### src/rtl/rtc_pkg.sv
package rtc_pkg;

    localparam int ADDR_W = 4;
    localparam int DATA_W = 8;

    localparam logic [ADDR_W-1:0] A_SEC   = 4'd0;
    localparam logic [ADDR_W-1:0] A_MIN   = 4'd1;
    localparam logic [ADDR_W-1:0] A_HOUR  = 4'd2;
    localparam logic [ADDR_W-1:0] A_WDAY  = 4'd3;
    localparam logic [ADDR_W-1:0] A_DATE  = 4'd4;
    localparam logic [ADDR_W-1:0] A_MON   = 4'd5;
    localparam logic [ADDR_W-1:0] A_YEAR  = 4'd6;
    localparam logic [ADDR_W-1:0] A_AMIN  = 4'd7;
    localparam logic [ADDR_W-1:0] A_AHOUR = 4'd8;
    localparam logic [ADDR_W-1:0] A_AMASK = 4'd9;
    localparam logic [ADDR_W-1:0] A_CTRL  = 4'd10;
    localparam logic [ADDR_W-1:0] A_ACTL  = 4'd11;

    typedef enum logic [0:0] {
        PS_STOPPED = 1'b0,
        PS_RUNNING = 1'b1
    } ps_state_e;

    typedef enum logic [2:0] {
        PI_OFF   = 3'd0,
        PI_HALF  = 3'd1,
        PI_SEC   = 3'd2,
        PI_MIN   = 3'd3,
        PI_HOUR  = 3'd4,
        PI_DAY   = 3'd5,
        PI_MON_A = 3'd6,
        PI_MON_B = 3'd7
    } pi_sel_e;

    typedef struct packed {
        logic [6:0] sec;
        logic [6:0] min;
        logic [5:0] hour;
        logic [2:0] wday;
        logic [5:0] date;
        logic [4:0] month;
        logic [7:0] year;
    } cal_t;

    // Two-digit BCD increment without range wrap.
    function automatic logic [7:0] bcd_inc8(input logic [7:0] v);
        logic [3:0] hi;
        hi = v[7:4] + 4'd1;
        return (v[3:0] == 4'd9) ? {hi, 4'd0} : {v[7:4], v[3:0] + 4'd1};
    endfunction

    // BCD year divisible by four: even tens with 0/4/8, odd tens with 2/6.
    function automatic logic year_is_leap(input logic [7:0] y);
        logic [3:0] u;
        u = y[3:0];
        if (y[4]) return (u == 4'd2) || (u == 4'd6);
        return (u == 4'd0) || (u == 4'd4) || (u == 4'd8);
    endfunction

    function automatic logic [5:0] month_last_date(input logic [4:0] m, input logic [7:0] y);
        logic [5:0] r;
        case (m)
            5'h02:                      r = year_is_leap(y) ? 6'h29 : 6'h28;
            5'h04, 5'h06, 5'h09, 5'h11: r = 6'h30;
            default:                    r = 6'h31;
        endcase
        return r;
    endfunction

    function automatic logic [5:0] hour_step(input logic [5:0] h, input logic m24);
        logic [7:0] t;
        logic [5:0] r;
        t = bcd_inc8({2'b00, h});
        if (m24) begin
            r = (h == 6'h23) ? 6'h00 : t[5:0];
        end else begin
            case (h)
                6'h11:   r = 6'h32;
                6'h32:   r = 6'h21;
                6'h12:   r = 6'h01;
                6'h31:   r = 6'h12;
                default: r = t[5:0];
            endcase
        end
        return r;
    endfunction

endpackage

### src/rtl/rtc_prescaler.sv
module rtc_prescaler
    import rtc_pkg::*;
#(
    parameter int TICKS_PER_SEC = 32768
) (
    input  logic clk,
    input  logic rst_n,
    input  logic run_req,
    input  logic tick_en,
    output logic running,
    output logic sec_tick,
    output logic half_tick
);

    localparam int CW = (TICKS_PER_SEC > 2) ? $clog2(TICKS_PER_SEC) : 1;
    localparam logic [CW-1:0] LAST_C = CW'(TICKS_PER_SEC - 1);
    localparam logic [CW-1:0] MID_C  = CW'(TICKS_PER_SEC / 2 - 1);

    ps_state_e     state_q, state_d;
    logic [CW-1:0] cnt_q;
    logic          at_last;

    // State register.
    always_ff @(posedge clk or negedge rst_n) begin
        if (!rst_n) state_q <= PS_STOPPED;
        else        state_q <= state_d;
    end

    // Transitions: STOP_TO_RUN on run_req, RUN_TO_STOP on its removal.
    always_comb begin
        state_d = state_q;
        unique case (state_q)
            PS_STOPPED: if (run_req)  state_d = PS_RUNNING;
            PS_RUNNING: if (!run_req) state_d = PS_STOPPED;
        endcase
    end

    // Outputs.
    always_comb begin
        running   = 1'b0;
        unique case (state_q)
            PS_STOPPED: running = 1'b0;
            PS_RUNNING: running = 1'b1;
        endcase
        at_last   = (cnt_q == LAST_C);
        sec_tick  = running && tick_en && at_last;
        half_tick = running && tick_en && (at_last || (cnt_q == MID_C));
    end

    always_ff @(posedge clk or negedge rst_n) begin
        if (!rst_n)            cnt_q <= '0;
        else if (!running)     cnt_q <= '0;
        else if (tick_en)      cnt_q <= at_last ? '0 : cnt_q + CW'(1);
    end

endmodule

### src/rtl/rtc_time_core.sv
module rtc_time_core
    import rtc_pkg::*;
(
    input  logic              clk,
    input  logic              rst_n,
    input  logic              wr_en,
    input  logic [ADDR_W-1:0] wr_addr,
    input  logic [DATA_W-1:0] wr_data,
    input  logic              sec_tick,
    input  logic              mode24,
    output cal_t              cal_q,
    output cal_t              cal_nxt
);

    logic       sec_wrap, min_wrap, day_wrap, date_wrap, mon_wrap;
    logic [7:0] sec_i, min_i, date_i, mon_i, year_i;
    logic [5:0] last_day;

    always_comb begin
        sec_i    = bcd_inc8({1'b0, cal_q.sec});
        min_i    = bcd_inc8({1'b0, cal_q.min});
        date_i   = bcd_inc8({2'b00, cal_q.date});
        mon_i    = bcd_inc8({3'b000, cal_q.month});
        year_i   = bcd_inc8(cal_q.year);
        last_day = month_last_date(cal_q.month, cal_q.year);

        sec_wrap  = (cal_q.sec == 7'h59);
        min_wrap  = sec_wrap && (cal_q.min == 7'h59);
        day_wrap  = min_wrap && (cal_q.hour == (mode24 ? 6'h23 : 6'h31));
        date_wrap = day_wrap && (cal_q.date == last_day);
        mon_wrap  = date_wrap && (cal_q.month == 5'h12);

        cal_nxt.sec   = sec_wrap ? 7'h00 : sec_i[6:0];
        cal_nxt.min   = sec_wrap ? ((cal_q.min == 7'h59) ? 7'h00 : min_i[6:0]) : cal_q.min;
        cal_nxt.hour  = min_wrap ? hour_step(cal_q.hour, mode24) : cal_q.hour;
        cal_nxt.wday  = day_wrap ? ((cal_q.wday == 3'd6) ? 3'd0 : cal_q.wday + 3'd1) : cal_q.wday;
        cal_nxt.date  = day_wrap ? (date_wrap ? 6'h01 : date_i[5:0]) : cal_q.date;
        cal_nxt.month = date_wrap ? (mon_wrap ? 5'h01 : mon_i[4:0]) : cal_q.month;
        cal_nxt.year  = mon_wrap ? ((cal_q.year == 8'h99) ? 8'h00 : year_i) : cal_q.year;
    end

    // A software write to a field takes priority over the tick for that field.
    always_ff @(posedge clk or negedge rst_n) begin
        if (!rst_n) begin
            cal_q.sec   <= 7'h00;
            cal_q.min   <= 7'h00;
            cal_q.hour  <= 6'h00;
            cal_q.wday  <= 3'd0;
            cal_q.date  <= 6'h01;
            cal_q.month <= 5'h01;
            cal_q.year  <= 8'h00;
        end else begin
            if (wr_en && wr_addr == A_SEC)       cal_q.sec   <= wr_data[6:0];
            else if (sec_tick)                   cal_q.sec   <= cal_nxt.sec;
            if (wr_en && wr_addr == A_MIN)       cal_q.min   <= wr_data[6:0];
            else if (sec_tick)                   cal_q.min   <= cal_nxt.min;
            if (wr_en && wr_addr == A_HOUR)      cal_q.hour  <= wr_data[5:0];
            else if (sec_tick)                   cal_q.hour  <= cal_nxt.hour;
            if (wr_en && wr_addr == A_WDAY)      cal_q.wday  <= wr_data[2:0];
            else if (sec_tick)                   cal_q.wday  <= cal_nxt.wday;
            if (wr_en && wr_addr == A_DATE)      cal_q.date  <= wr_data[5:0];
            else if (sec_tick)                   cal_q.date  <= cal_nxt.date;
            if (wr_en && wr_addr == A_MON)       cal_q.month <= wr_data[4:0];
            else if (sec_tick)                   cal_q.month <= cal_nxt.month;
            if (wr_en && wr_addr == A_YEAR)      cal_q.year  <= wr_data;
            else if (sec_tick)                   cal_q.year  <= cal_nxt.year;
        end
    end

endmodule

### src/rtl/rtc_event_unit.sv
module rtc_event_unit
    import rtc_pkg::*;
(
    input  logic       clk,
    input  logic       rst_n,
    input  logic       sec_tick,
    input  logic       half_tick,
    input  cal_t       cal_nxt,
    input  logic       mode24,
    input  logic [2:0] pi_sel,
    input  logic [6:0] al_min,
    input  logic [5:0] al_hour,
    input  logic [6:0] al_mask,
    input  logic       al_en,
    input  logic       al_irq_en,
    input  logic       flag_clr,
    output logic       alarm_evt,
    output logic       alarm_flag,
    output logic       periodic_irq
);

    logic       roll_sec, roll_min, roll_day, roll_mon;
    logic       al_hit, pi_fire;
    logic [7:0] mask_ext;
    pi_sel_e    sel;

    always_comb begin
        sel      = pi_sel_e'(pi_sel);
        mask_ext = {1'b0, al_mask};
        roll_sec = sec_tick && (cal_nxt.sec == 7'h00);
        roll_min = roll_sec && (cal_nxt.min == 7'h00);
        roll_day = roll_min && (cal_nxt.hour == (mode24 ? 6'h00 : 6'h12));
        roll_mon = roll_day && (cal_nxt.date == 6'h01);
        al_hit   = al_en && roll_sec && (cal_nxt.min == al_min)
                   && (cal_nxt.hour == al_hour) && mask_ext[cal_nxt.wday];
        pi_fire  = 1'b0;
        unique case (sel)
            PI_OFF:             pi_fire = 1'b0;
            PI_HALF:            pi_fire = half_tick;
            PI_SEC:             pi_fire = sec_tick;
            PI_MIN:             pi_fire = roll_sec;
            PI_HOUR:            pi_fire = roll_min;
            PI_DAY:             pi_fire = roll_day;
            PI_MON_A, PI_MON_B: pi_fire = roll_mon;
        endcase
    end

    always_ff @(posedge clk or negedge rst_n) begin
        if (!rst_n) begin
            alarm_evt    <= 1'b0;
            alarm_flag   <= 1'b0;
            periodic_irq <= 1'b0;
        end else begin
            alarm_evt    <= al_hit && al_irq_en;
            periodic_irq <= pi_fire;
            if (al_hit)        alarm_flag <= 1'b1;
            else if (flag_clr) alarm_flag <= 1'b0;
        end
    end

endmodule

### src/rtl/bcd_calendar_rtc.sv
module bcd_calendar_rtc
    import rtc_pkg::*;
#(
    parameter int TICKS_PER_SEC = 32768
) (
    input  logic        clk,
    input  logic        rst_n,
    input  logic        tick_en,
    input  logic        wr_en,
    input  logic [3:0]  wr_addr,
    input  logic [7:0]  wr_data,
    input  logic [3:0]  rd_addr,
    output logic [7:0]  rd_data,
    output logic        alarm_evt,
    output logic        alarm_flag,
    output logic        periodic_irq
);

    logic       ctrl_run, ctrl_m24;
    logic [2:0] ctrl_sel;
    logic [6:0] al_min, al_mask;
    logic [5:0] al_hour;
    logic       al_en, al_irq_en;
    logic       running, sec_tick, half_tick, flag_clr;
    cal_t       cal_q, cal_nxt;
    logic [6:0] cur_sec;
    logic [2:0] cur_wday;

    always_ff @(posedge clk or negedge rst_n) begin
        if (!rst_n) begin
            ctrl_run  <= 1'b0;
            ctrl_m24  <= 1'b1;
            ctrl_sel  <= 3'd0;
            al_min    <= 7'h00;
            al_hour   <= 6'h00;
            al_mask   <= 7'h00;
            al_en     <= 1'b0;
            al_irq_en <= 1'b0;
        end else if (wr_en) begin
            case (wr_addr)
                A_CTRL: begin
                    ctrl_run <= wr_data[0];
                    ctrl_m24 <= wr_data[1];
                    ctrl_sel <= wr_data[4:2];
                end
                A_ACTL: begin
                    al_en     <= wr_data[0];
                    al_irq_en <= wr_data[1];
                end
                A_AMIN:  al_min  <= wr_data[6:0];
                A_AHOUR: al_hour <= wr_data[5:0];
                A_AMASK: al_mask <= wr_data[6:0];
                default: ;
            endcase
        end
    end

    assign flag_clr = wr_en && (wr_addr == A_ACTL) && !wr_data[2];

    rtc_prescaler #(.TICKS_PER_SEC(TICKS_PER_SEC)) u_presc (
        .clk       (clk),
        .rst_n     (rst_n),
        .run_req   (ctrl_run),
        .tick_en   (tick_en),
        .running   (running),
        .sec_tick  (sec_tick),
        .half_tick (half_tick)
    );

    rtc_time_core u_core (
        .clk      (clk),
        .rst_n    (rst_n),
        .wr_en    (wr_en),
        .wr_addr  (wr_addr),
        .wr_data  (wr_data),
        .sec_tick (sec_tick),
        .mode24   (ctrl_m24),
        .cal_q    (cal_q),
        .cal_nxt  (cal_nxt)
    );

    rtc_event_unit u_evt (
        .clk          (clk),
        .rst_n        (rst_n),
        .sec_tick     (sec_tick),
        .half_tick    (half_tick),
        .cal_nxt      (cal_nxt),
        .mode24       (ctrl_m24),
        .pi_sel       (ctrl_sel),
        .al_min       (al_min),
        .al_hour      (al_hour),
        .al_mask      (al_mask),
        .al_en        (al_en),
        .al_irq_en    (al_irq_en),
        .flag_clr     (flag_clr),
        .alarm_evt    (alarm_evt),
        .alarm_flag   (alarm_flag),
        .periodic_irq (periodic_irq)
    );

    assign cur_sec  = cal_q.sec;
    assign cur_wday = cal_q.wday;

    always_comb begin
        rd_data = 8'h00;
        case (rd_addr)
            A_SEC:   rd_data = {1'b0, cal_q.sec};
            A_MIN:   rd_data = {1'b0, cal_q.min};
            A_HOUR:  rd_data = {2'b00, cal_q.hour};
            A_WDAY:  rd_data = {5'b00000, cal_q.wday};
            A_DATE:  rd_data = {2'b00, cal_q.date};
            A_MON:   rd_data = {3'b000, cal_q.month};
            A_YEAR:  rd_data = cal_q.year;
            A_AMIN:  rd_data = {1'b0, al_min};
            A_AHOUR: rd_data = {2'b00, al_hour};
            A_AMASK: rd_data = {1'b0, al_mask};
            A_CTRL:  rd_data = {3'b000, ctrl_sel, ctrl_m24, ctrl_run};
            A_ACTL:  rd_data = {5'b00000, alarm_flag, al_irq_en, al_en};
            default: rd_data = 8'h00;
        endcase
    end

endmodule

### config.mk
export PLATFORM = sky130hd
export DESIGN_NAME = bcd_calendar_rtc
export DESIGN_NICKNAME = d
export VERILOG_FILES = /design/src/rtl/rtc_pkg.sv /design/src/rtl/rtc_prescaler.sv /design/src/rtl/rtc_time_core.sv /design/src/rtl/rtc_event_unit.sv /design/src/rtl/bcd_calendar_rtc.sv
export SDC_FILE = /design/constraint.sdc
export NUM_CORES = 1
export LEC_CHECK = 0
export CORE_MARGIN = 3
export CORE_UTILIZATION = 45
export DETAILED_ROUTE_END_ITERATION = 8
export DONT_BUFFER_PORTS = 1
export GPL_ROUTABILITY_DRIVEN = 0
export GPL_TIMING_DRIVEN = 0
export PLACE_DENSITY = 0.58
export SLEW_MARGIN = 25
export SYNTH_ARGS = -nofsm -noshare
export SYNTH_HDL_FRONTEND = slang
export SYNTH_SLANG_ARGS = --single-unit
### constraint.sdc
create_clock -name clk -period 5.3 [get_ports clk]
set_input_delay 1.325 -clock clk [delete_from_list [all_inputs] [get_ports clk]]
set_output_delay 1.325 -clock clk [all_outputs]
set_load 0.1 [all_outputs]
==> impl_metrics.yaml, run 1 <==
power_and_ir_drop:
  p_per_area_nw_per_um2: 335.0
  ir_drop_mv: 0.1838
  power.total_uw: 2444
  leakage_uw: 0.002808
synth:
  ys_types: 80
  synth_common_cells: "93 x nand2_1, 85 x dfrtp_1, 70 x o21ai_0"
  synth_top_area_share_pct: 31.84
  synth_area_um2: 6681
  yosysWarnings: 0
  syn_avg_cell_area_um2: 8.501
  synthMostInstantiatedCell: "nand2_1"
  synth_area_leaders: "dfrtp_1 32%, mux2_2 5.7%, o21ai_0 5.2%"
  synth_edf_count: 0
  syn-num-nets: 822
  dominantRegCellSynth: "dfrtp_1"
  synth-async-reset-ratio_pct: 100.0
  ys_seq_elements: 88
  syn_inst: 786
  yosysSeqAreaShare_pct: 33.01
  yosysTopAreaCell: "dfrtp_1"
timing:
  setup_viol: 0
  slew_headroom_pct: 32.96
  max_slew.worst_pin.slew_ns: 1.009
  fin_tns_setup_ns: 0
  worst_slack_ns: 0.3988
  fmax_ghz: 0.2040
  skew_ns: 0.008449
  rsz0062_at_grt: "false"
  period_minus_slack_ns: 4.901
  fin_crit_sh_pct: 92.48
  hold_ws_ns: 0.4569
  maxSlewViolCount: 0
  finalHoldViolations: 0
placement:
  port_buffers: 0
  dp_cells: 967
  post-place-ws_ns: 0.2690
  hpwl_um: 16360
floorplan:
  core_area_um2: 14200
  start_util_pct: 47.04
  rows: 43
  io_pins: 31
  dieArea_um2: 16350
  die_x_um: 127.9
  die_h_um: 127.9
clock_network:
  post-cts-setup-buffer-count: 0
  hold_buffers: 0
  cts_tree: "built"
  clkSlewWorstSetupHoldPaths_ns: 0.06
  cts_buffer_depth: 2
  clk_latency_ns: 0.35
  cts-root-buf: "clkbuf_16"
  ctsResizeCount: 0
  cts_buffers: 9
  clock_sinks: 88
  h-tree-depth: 3
layout:
  diodes: 0
  final_cells: 983
  fillers: 1368
  multi_input_area_um2: 4267
  drive_above_1_share_pct: 11.08
  area_delta_synth_final_pct: 9.176
  register_area_um2: 2206
  nNetsFinal: 834
drt:
  post-route-drc-count: 0
  firstDrtPassIters: 5
  final_antenna_net_count: 0
  viasPerCell: 6.481
  wl_um: 22030
  vias: 6371
  drtIter0Drc: 751
  routedWlPerCell_um: 22.42
setup_path:
  path_class: "input pin to primary output"
  crit_start: "rd_addr[2]"
  r2r-start: "u_core.cal_q[39]"
  start_kind: "input pin"
  cp.arrival_ns: 3.58
  worstPathMaxFanout: 10
  worst_setup_path_end_kind: "primary output"
  cp.required_ns: 3.97
global_route:
  grt_start_max_net_pins: 89
  track_usage_pct: 27.70
  grt_antenna_before_repair: 0
  grt-ovfl-total: 0
  first_global_vias: 6055
  grt_pass1_wl_um: 35000
flow_run:
  drv_cap: 0
hold_path:
  hp-start: "ctrl_run"
  hp-class: "flip-flop to flip-flop"
run_status:
  status: "finished clean"
## power by group
part	switching, uW	total [uW]	internal (uW)
registers	175	965	790
clock network	274	639	365
logic	500	840	340
## state kept, by name (all words and copies together), names as in the netlist
signal              count
al_en                   1
al_min                  7
u_presc.state_q         1
al_mask                 7
u_evt.periodic_irq      1
ctrl_m24                1
ctrl_run                1
al_hour                 6
u_evt.alarm_flag        1
u_evt.alarm_evt         1
al_irq_en               1
u_presc.cnt_q          15
ctrl_sel                3
u_core.cal_q           42
## worst paths after layout
check                      slack, ns  depth (start not counted)            endpoint
setup / recovery                0.40                          5          rd_data[3]
hold / removal                  0.46                          0     u_presc.state_q
setup reg to reg                1.81                          9  u_evt.periodic_irq
hold reg to reg                 0.46                          0     u_presc.state_q
max in group asynchronous       4.44                          0    u_core.cal_q[13]
min in group asynchronous       0.66                          0    u_core.cal_q[26]
## routing by layer
layer  wire length (um)  track usage, %  vias up
met3               1844           6.542       50
met1               9404           37.50     3114
li1                   -               -     2932
met2              10050           42.70      275
met5                  0               0        -
met4                735           11.24        0
## critical path: stages
cell and delay [ns]:
clkbuf_1 0.26, clkbuf_1 0.47, clkbuf_1 0.54, a31oi_1 0.27
o2111ai_4 0.70
## cells in the final DEF (no fill, tap or decap), types with 17 or more instances in the layout
cell type	count
clkbuf_1	37
o21ai_0	69
mux2_2	34
inv_1	19
nor2_1	65
dfrtp_1	85
nand3_1	17
mux2i_1	20
nand2_1	93
a21oi_1	42
## cells by family after synthesis
family / count (synthesis) / synth area share [%]
xor+xnor: 25 / 3.277
simple gates: 311 / 24.94
mux: 56 / 9.401
flops: 88 / 33.02
buf+inv: 67 / 4.270
compound gates: 223 / 22.10
fa+ha+maj: 16 / 2.996
## per-stage QoR
step	area [um2]	util (%)
after floorplan	6681	-
after global placement	6907	48.63
after detailed placement	7005	49.32
after CTS	7289	51.32
after global routing	7295	51.36
final	7295	51.36
## layout make-up
cell class,instances,share of cell area [%]
Clock buffer,12,3.242
Inverter,19,0.9777
Buffer,48,2.933
Multi-Input combinational cell,631,58.49
Tap cell,180,3.087
Clock inverter,4,0.6518
Sequential cell,88,30.24
Timing Repair Buffer,1,0.3774
(Power assumes the default switching activity.)
==> run 2: changes to the inputs <==
--- a/config.mk
+++ b/config.mk
@@ -6,12 +6,13 @@
 export NUM_CORES = 1
 export LEC_CHECK = 0
 export CORE_MARGIN = 3
-export CORE_UTILIZATION = 45
+export CORE_UTILIZATION = 72
+export CTS_BUF_LIST = sky130_fd_sc_hd__clkbuf_8
 export DETAILED_ROUTE_END_ITERATION = 8
 export DONT_BUFFER_PORTS = 1
 export GPL_ROUTABILITY_DRIVEN = 0
 export GPL_TIMING_DRIVEN = 0
-export PLACE_DENSITY = 0.58
+export PLACE_DENSITY = 0.87
 export SLEW_MARGIN = 25
 export SYNTH_ARGS = -nofsm -noshare
 export SYNTH_HDL_FRONTEND = slang
==> run 2 against run 1 <==
Combinational power rose by 1%. Sequential power rose by 0.5%. Critical endpoint unchanged. Critical path type unchanged. Core utilization rose by 29 points. Via count rose by 6.1%. Sequential cell count did not move. Highest routed layer unchanged.
==> impl_metrics.yaml, run 2 (synthesized netlist as in run 1, its figures left out) <==
setup_path:
  worst_setup_path_end_kind: "primary output"
  worstRegToRegCells: 9
  path_class: "input pin to primary output"
  crit_start: "rd_addr[2]"
  rrSetupSlack_ns: 1.78
  r2r_end: "u_evt.periodic_irq"
  worstPathMaxFanout: 10
  cp.arrival_ns: 3.71
  start_kind: "input pin"
  critPathCapture: "rd_data[3]"
  cp.required_ns: 3.97
  r2r-start: "u_core.cal_q[29]"
timing:
  fin_crit_sh_pct: 95.02
  hold_ws_ns: 0.4670
  period_minus_slack_ns: 5.036
  max_slew.worst_pin.slew_ns: 0.9927
  fmax_ghz: 0.1986
  maxSlewViolCount: 0
  setup_viol: 0
  finalHoldViolations: 0
  slew_headroom_pct: 34.05
  skew_ns: 0.01242
  rsz0062_at_grt: "false"
  fin_tns_setup_ns: 0
drt:
  wl_um: 20770
  firstDrtPassIters: 7
  drtIter0Drc: 1002
  routedWlPerCell_um: 22.79
  post-route-drc-count: 0
  final_antenna_net_count: 0
  vias: 6762
  viasPerCell: 7.423
clock_network:
  h-tree-depth: 3
  cts_buffer_depth: 2
  clkSlewWorstSetupHoldPaths_ns: 0.09
  cts-root-buf: "clkbuf_8"
  clock_sinks: 88
  post-cts-setup-buffer-count: 0
  hold_buffers: 0
  cts_tree: "built"
  clk_latency_ns: 0.38
  cts_buffers: 9
layout:
  nNetsFinal: 834
  fillers: 611
  design_area_um2: 7099
  multi_input_area_um2: 4267
  register_area_um2: 2206
  final_cell_mix: "93 x nand2_1, 85 x dfrtp_1, 69 x o21ai_0"
  area_delta_synth_final_pct: 6.255
  largest_reg_flops: 42
  max_flop_register: "u_core.cal_q"
  diodes: 0
  drive_above_1_share_pct: 11.46
  final_common_cell: "nand2_1"
  reg_top3: "u_core.cal_q (42), u_presc.cnt_q (15)"
  final_cells: 911
global_route:
  grt_pass1_wl_um: 32840
  grt-ovfl-total: 0
  grt_antenna_before_repair: 0
  first_global_vias: 6218
  grt_start_max_net_pins: 89
  track_usage_pct: 40.83
power_and_ir_drop:
  power.total_uw: 2276
  leakage_uw: 0.002769
  p_per_area_nw_per_um2: 320.6
  ir_drop_mv: 0.1858
hold_path:
  hp-class: "flip-flop to flip-flop"
placement:
  port_buffers: 0
  dp_cells: 895
  dpl_cell_area_um2: 6915
  hpwl_um: 14840
floorplan:
  dieArea_um2: 10470
  die_h_um: 102.3
  io_pins: 31
  start_util_pct: 75.51
  die_x_um: 102.3
  core_area_um2: 8848
  rows: 34
run_status:
  status: "finished clean"
flow_run:
  drv_cap: 0
## run 2: cell type report
cell class / instances / area share (%)
clock buffers: 10 / 1.939
plain buffers: 48 / 3.014
multi-input cells: 631 / 60.10
inverters: 19 / 1.005
repair buffers: 1 / 0.3877
flip-flops and latches: 88 / 31.07
clock inverters: 6 / 0.5816
well taps: 108 / 1.903
## run 2: critical path: stages
cell and delay [ns]:
clkbuf_1 0.29, clkbuf_1 0.47, clkbuf_1 0.55, nor3_1 0.11, o21ai_0 0.42, o2111ai_4 0.54
## run 2: how the worst min path moves through the flow
stage                            to  slack (ns)  depth (start not counted)  startpoint
floorplan           u_presc.state_q        0.37                          0    ctrl_run
global placement    u_presc.state_q        0.43                          0    ctrl_run
detailed placement  u_presc.state_q        0.43                          0    ctrl_run
CTS                 u_presc.state_q        0.45                          0    ctrl_run
global route        u_presc.state_q        0.47                          0    ctrl_run
finish              u_presc.state_q        0.47                          0    ctrl_run
## run 2: repair_timing
| item | CTS | global route |
|---|---|---|
| endpoints found under the setup margin | 0 | 1 |
| endpoints found under the hold margin | 0 | 0 |
| resized for setup | 0 | 1 |
## run 2: per-stage QoR
stage / setup WS, ns / util (%)
floorplan: 0.1726 / -
global placement: -0.2867 / 77.04
detailed placement: 0.2574 / 78.15
CTS: 0.2484 / 80.18
global route: 0.2779 / 80.23
finish: 0.2637 / 80.23
## run 2: where the power goes
part | total [uW] | internal, uW | switching [uW] | leakage, uW
clock network | 459 | 186 | 272 | 0.0000972
logic | 848 | 340 | 508 | 0.00156
registers | 970 | 789 | 181 | 0.00111
total | 2280 | 1310 | 961 | 0.00277
## run 2: layer usage
metal  share of wire, %  up-vias  wire [um]  track usage, %
met5                  0        -          0               0
met4                6.1        0       1271           20.28
met3                 14      132       2838           10.03
met2                 43      548       8913           62.22
met1                 37     3151       7742           54.37
li1                   -     2931          -               -
==> run 3: changes to the inputs <==
--- a/config.mk
+++ b/config.mk
@@ -16,4 +16,5 @@
 export SLEW_MARGIN = 25
 export SYNTH_ARGS = -nofsm -noshare
 export SYNTH_HDL_FRONTEND = slang
+export SYNTH_HIERARCHICAL = 1
 export SYNTH_SLANG_ARGS = --single-unit
==> run 3 against run 2 <==
Synthesized cell count is 1.4% lower. Core utilization barely moved. Maximum frequency rose by 12%. Critical endpoint is now rd_data[5]. Largest cell class unchanged. Largest power group unchanged. Highest routed layer unchanged.
==> impl_metrics.yaml, run 3 <==
run_status:
  status: "finished clean"
layout:
  post-route-util_pct: 80.25
  nNetsFinal: 823
  drive_above_1_share_pct: 12.63
  final_cells: 900
  diodes: 0
  max_flop_register: "u_core/cal_q"
  final_cell_mix: "90 x nand2_1, 85 x dfrtp_1, 58 x nor2_1"
  final_common_cell: "nand2_1"
  reg_top3: "u_core/cal_q (42), u_presc/cnt_q (15)"
  largest_reg_flops: 42
  area_delta_synth_final_pct: 5.661
drt:
  viasPerCell: 7.513
  vias: 6762
  firstDrtPassIters: 8
  wl_um: 21110
  routedWlPerCell_um: 23.45
  post-route-drc-count: 0
  drtIter0Drc: 1032
  final_antenna_net_count: 0
global_route:
  grt_antenna_before_repair: 0
  track_usage_pct: 40.43
  grt-ovfl-total: 0
  grt_start_max_net_pins: 89
  first_global_vias: 6281
  grt_pass1_wl_um: 32780
clock_network:
  clock_sinks: 88
  cts_buffers: 9
  cts_buffer_depth: 2
  cts_tree: "built"
  clk_latency_ns: 0.40
  clkSlewWorstSetupHoldPaths_ns: 0.11
  post-cts-setup-buffer-count: 0
  h-tree-depth: 3
  ctsResizeCount: 0
  hold_buffers: 0
  cts-root-buf: "clkbuf_8"
floorplan:
  die_h_um: 103.1
  core_area_um2: 8934
  die_x_um: 103.1
  io_pins: 31
  rows: 34
  start_util_pct: 75.95
  dieArea_um2: 10620
synth:
  syn_avg_cell_area_um2: 8.755
  yosysWarnings: 6
  synth_area_um2: 6785
  syn_inst: 775
  syn-num-nets: 811
setup_path:
  r2r-start: "u_core/cal_q[11]"
  cp.required_ns: 3.97
  cp.arrival_ns: 3.16
  worstRegToRegCells: 10
  worst-path-stages: 7
  worst_setup_path_end_kind: "primary output"
  rrSetupSlack_ns: 1.33
  cp_top_family: "buffers and inverters"
  crit_top_cell: "buf_4"
  path_class: "input pin to primary output"
  slowest_stage: "nand2_1"
  crit_chain: "buf_4, buf_4, buf_2, mux2i_1, o2bb2ai_1, a22oi_1, nand2_1"
  worst-path-buf-inv: 3
  worstPathMaxFanout: 10
  start_kind: "input pin"
  max_stage_delay_ns: 0.60
  r2r_end: "u_evt/periodic_irq"
timing:
  setup_viol: 0
  max_slew.worst_pin.slew_ns: 1.028
  period_minus_slack_ns: 4.480
  maxSlewViolCount: 0
  rsz0062_at_grt: "false"
  fmax_ghz: 0.2232
  skew_ns: 0.02028
  worst_slack_ns: 0.8196
  fin_crit_sh_pct: 84.54
  finalHoldViolations: 0
  slew_headroom_pct: 30.91
  fin_tns_setup_ns: 0
hold_path:
  hp-start: "ctrl_run"
  holdPathEnd: "u_presc/state_q"
  hp-class: "flip-flop to flip-flop"
  min_path_cells: 0
power_and_ir_drop:
  power_frac_seq_pct: 45.5
  p_switching_uw: 972.0
  p_int_uw: 1289
  leakage_uw: 0.002740
  ir_drop_mv: 0.2499
  power_frac_clock_pct: 21.2
  switching_share_pct: 42.98
  combPwrFrac_pct: 33.3
  p_per_area_nw_per_um2: 315.4
placement:
  hpwl_um: 14990
  dp_cells: 884
  port_buffers: 0
  post-place-ws_ns: 0.8787
flow_run:
  drv_cap: 0
-- run 3: cell count changes in the layout (fill, tap and decap cells not counted), sizes merged, moves of 8 or more --
cell / previous run / this run
a211oi: 11 / 1
a21oi: 43 / 21
a31oi: 10 / 19
clkbuf: 45 / 28
inv: 22 / 30
nand3: 18 / 32
nor2b: 16 / 8
o21ai: 71 / 56
xnor2: 16 / 6
-- run 3: cell type report --
cell class / count / area [um2]
Timing Repair Buffer: 1 / 27.53
Inverter: 25 / 93.84
Buffer: 35 / 157.7
Fill cell: 606 / 1764
Sequential cell: 88 / 2206
Clock inverter: 7 / 68.82
Tap cell: 108 / 135.1
Multi-Input combinational cell: 627 / 4357
Clock buffer: 9 / 123.9
-- run 3: routing by layer --
layer | vias to the layer above | GRT usage, % | share of wire (%)
met1 | 3187 | 53.99 | 36
li1 | 2921 | - | -
met5 | - | 0 | 0
met2 | 532 | 61.37 | 45
met3 | 122 | 9.946 | 13
met4 | 0 | 19.92 | 5.6
-- run 3: power groups by stage --
stage,Sequential [uW],Clock [uW],Combinational (uW)
2_1_floorplan,950,0,595
3_5_place_dp,1030,0,723
3_3_place_gp,1020,0,674
5_1_grt,1040,511,809
6_report,1030,479,753
4_1_cts,1020,477,731
-- run 3: metrics by stage --
| stage | hold slack, ns | instance area (um2) | total power (uW) |
|---|---|---|---|
| after global routing | 0.4182 | 7169 | 2364 |
| after CTS | 0.4165 | 7164 | 2227 |
| after floorplan | 0.3706 | 6785 | 1545 |
| final | 0.4118 | 7169 | 2261 |
| after global placement | 0.4150 | 6920 | 1696 |
| after detailed placement | 0.4100 | 6972 | 1753 |
-- run 3: how the worst max path moves through the flow --
stage / startpoint / endpoint / slack [ns]
final: rd_addr[1] / rd_data[5] / 0.82
after detailed placement: rd_addr[1] / rd_data[5] / 0.88
after global placement: rd_addr[0] / rd_data[2] / 0.08
after CTS: rd_addr[1] / rd_data[5] / 0.86
after floorplan: rd_addr[0] / rd_data[2] / 0.35
after global routing: rd_addr[1] / rd_data[5] / 0.73
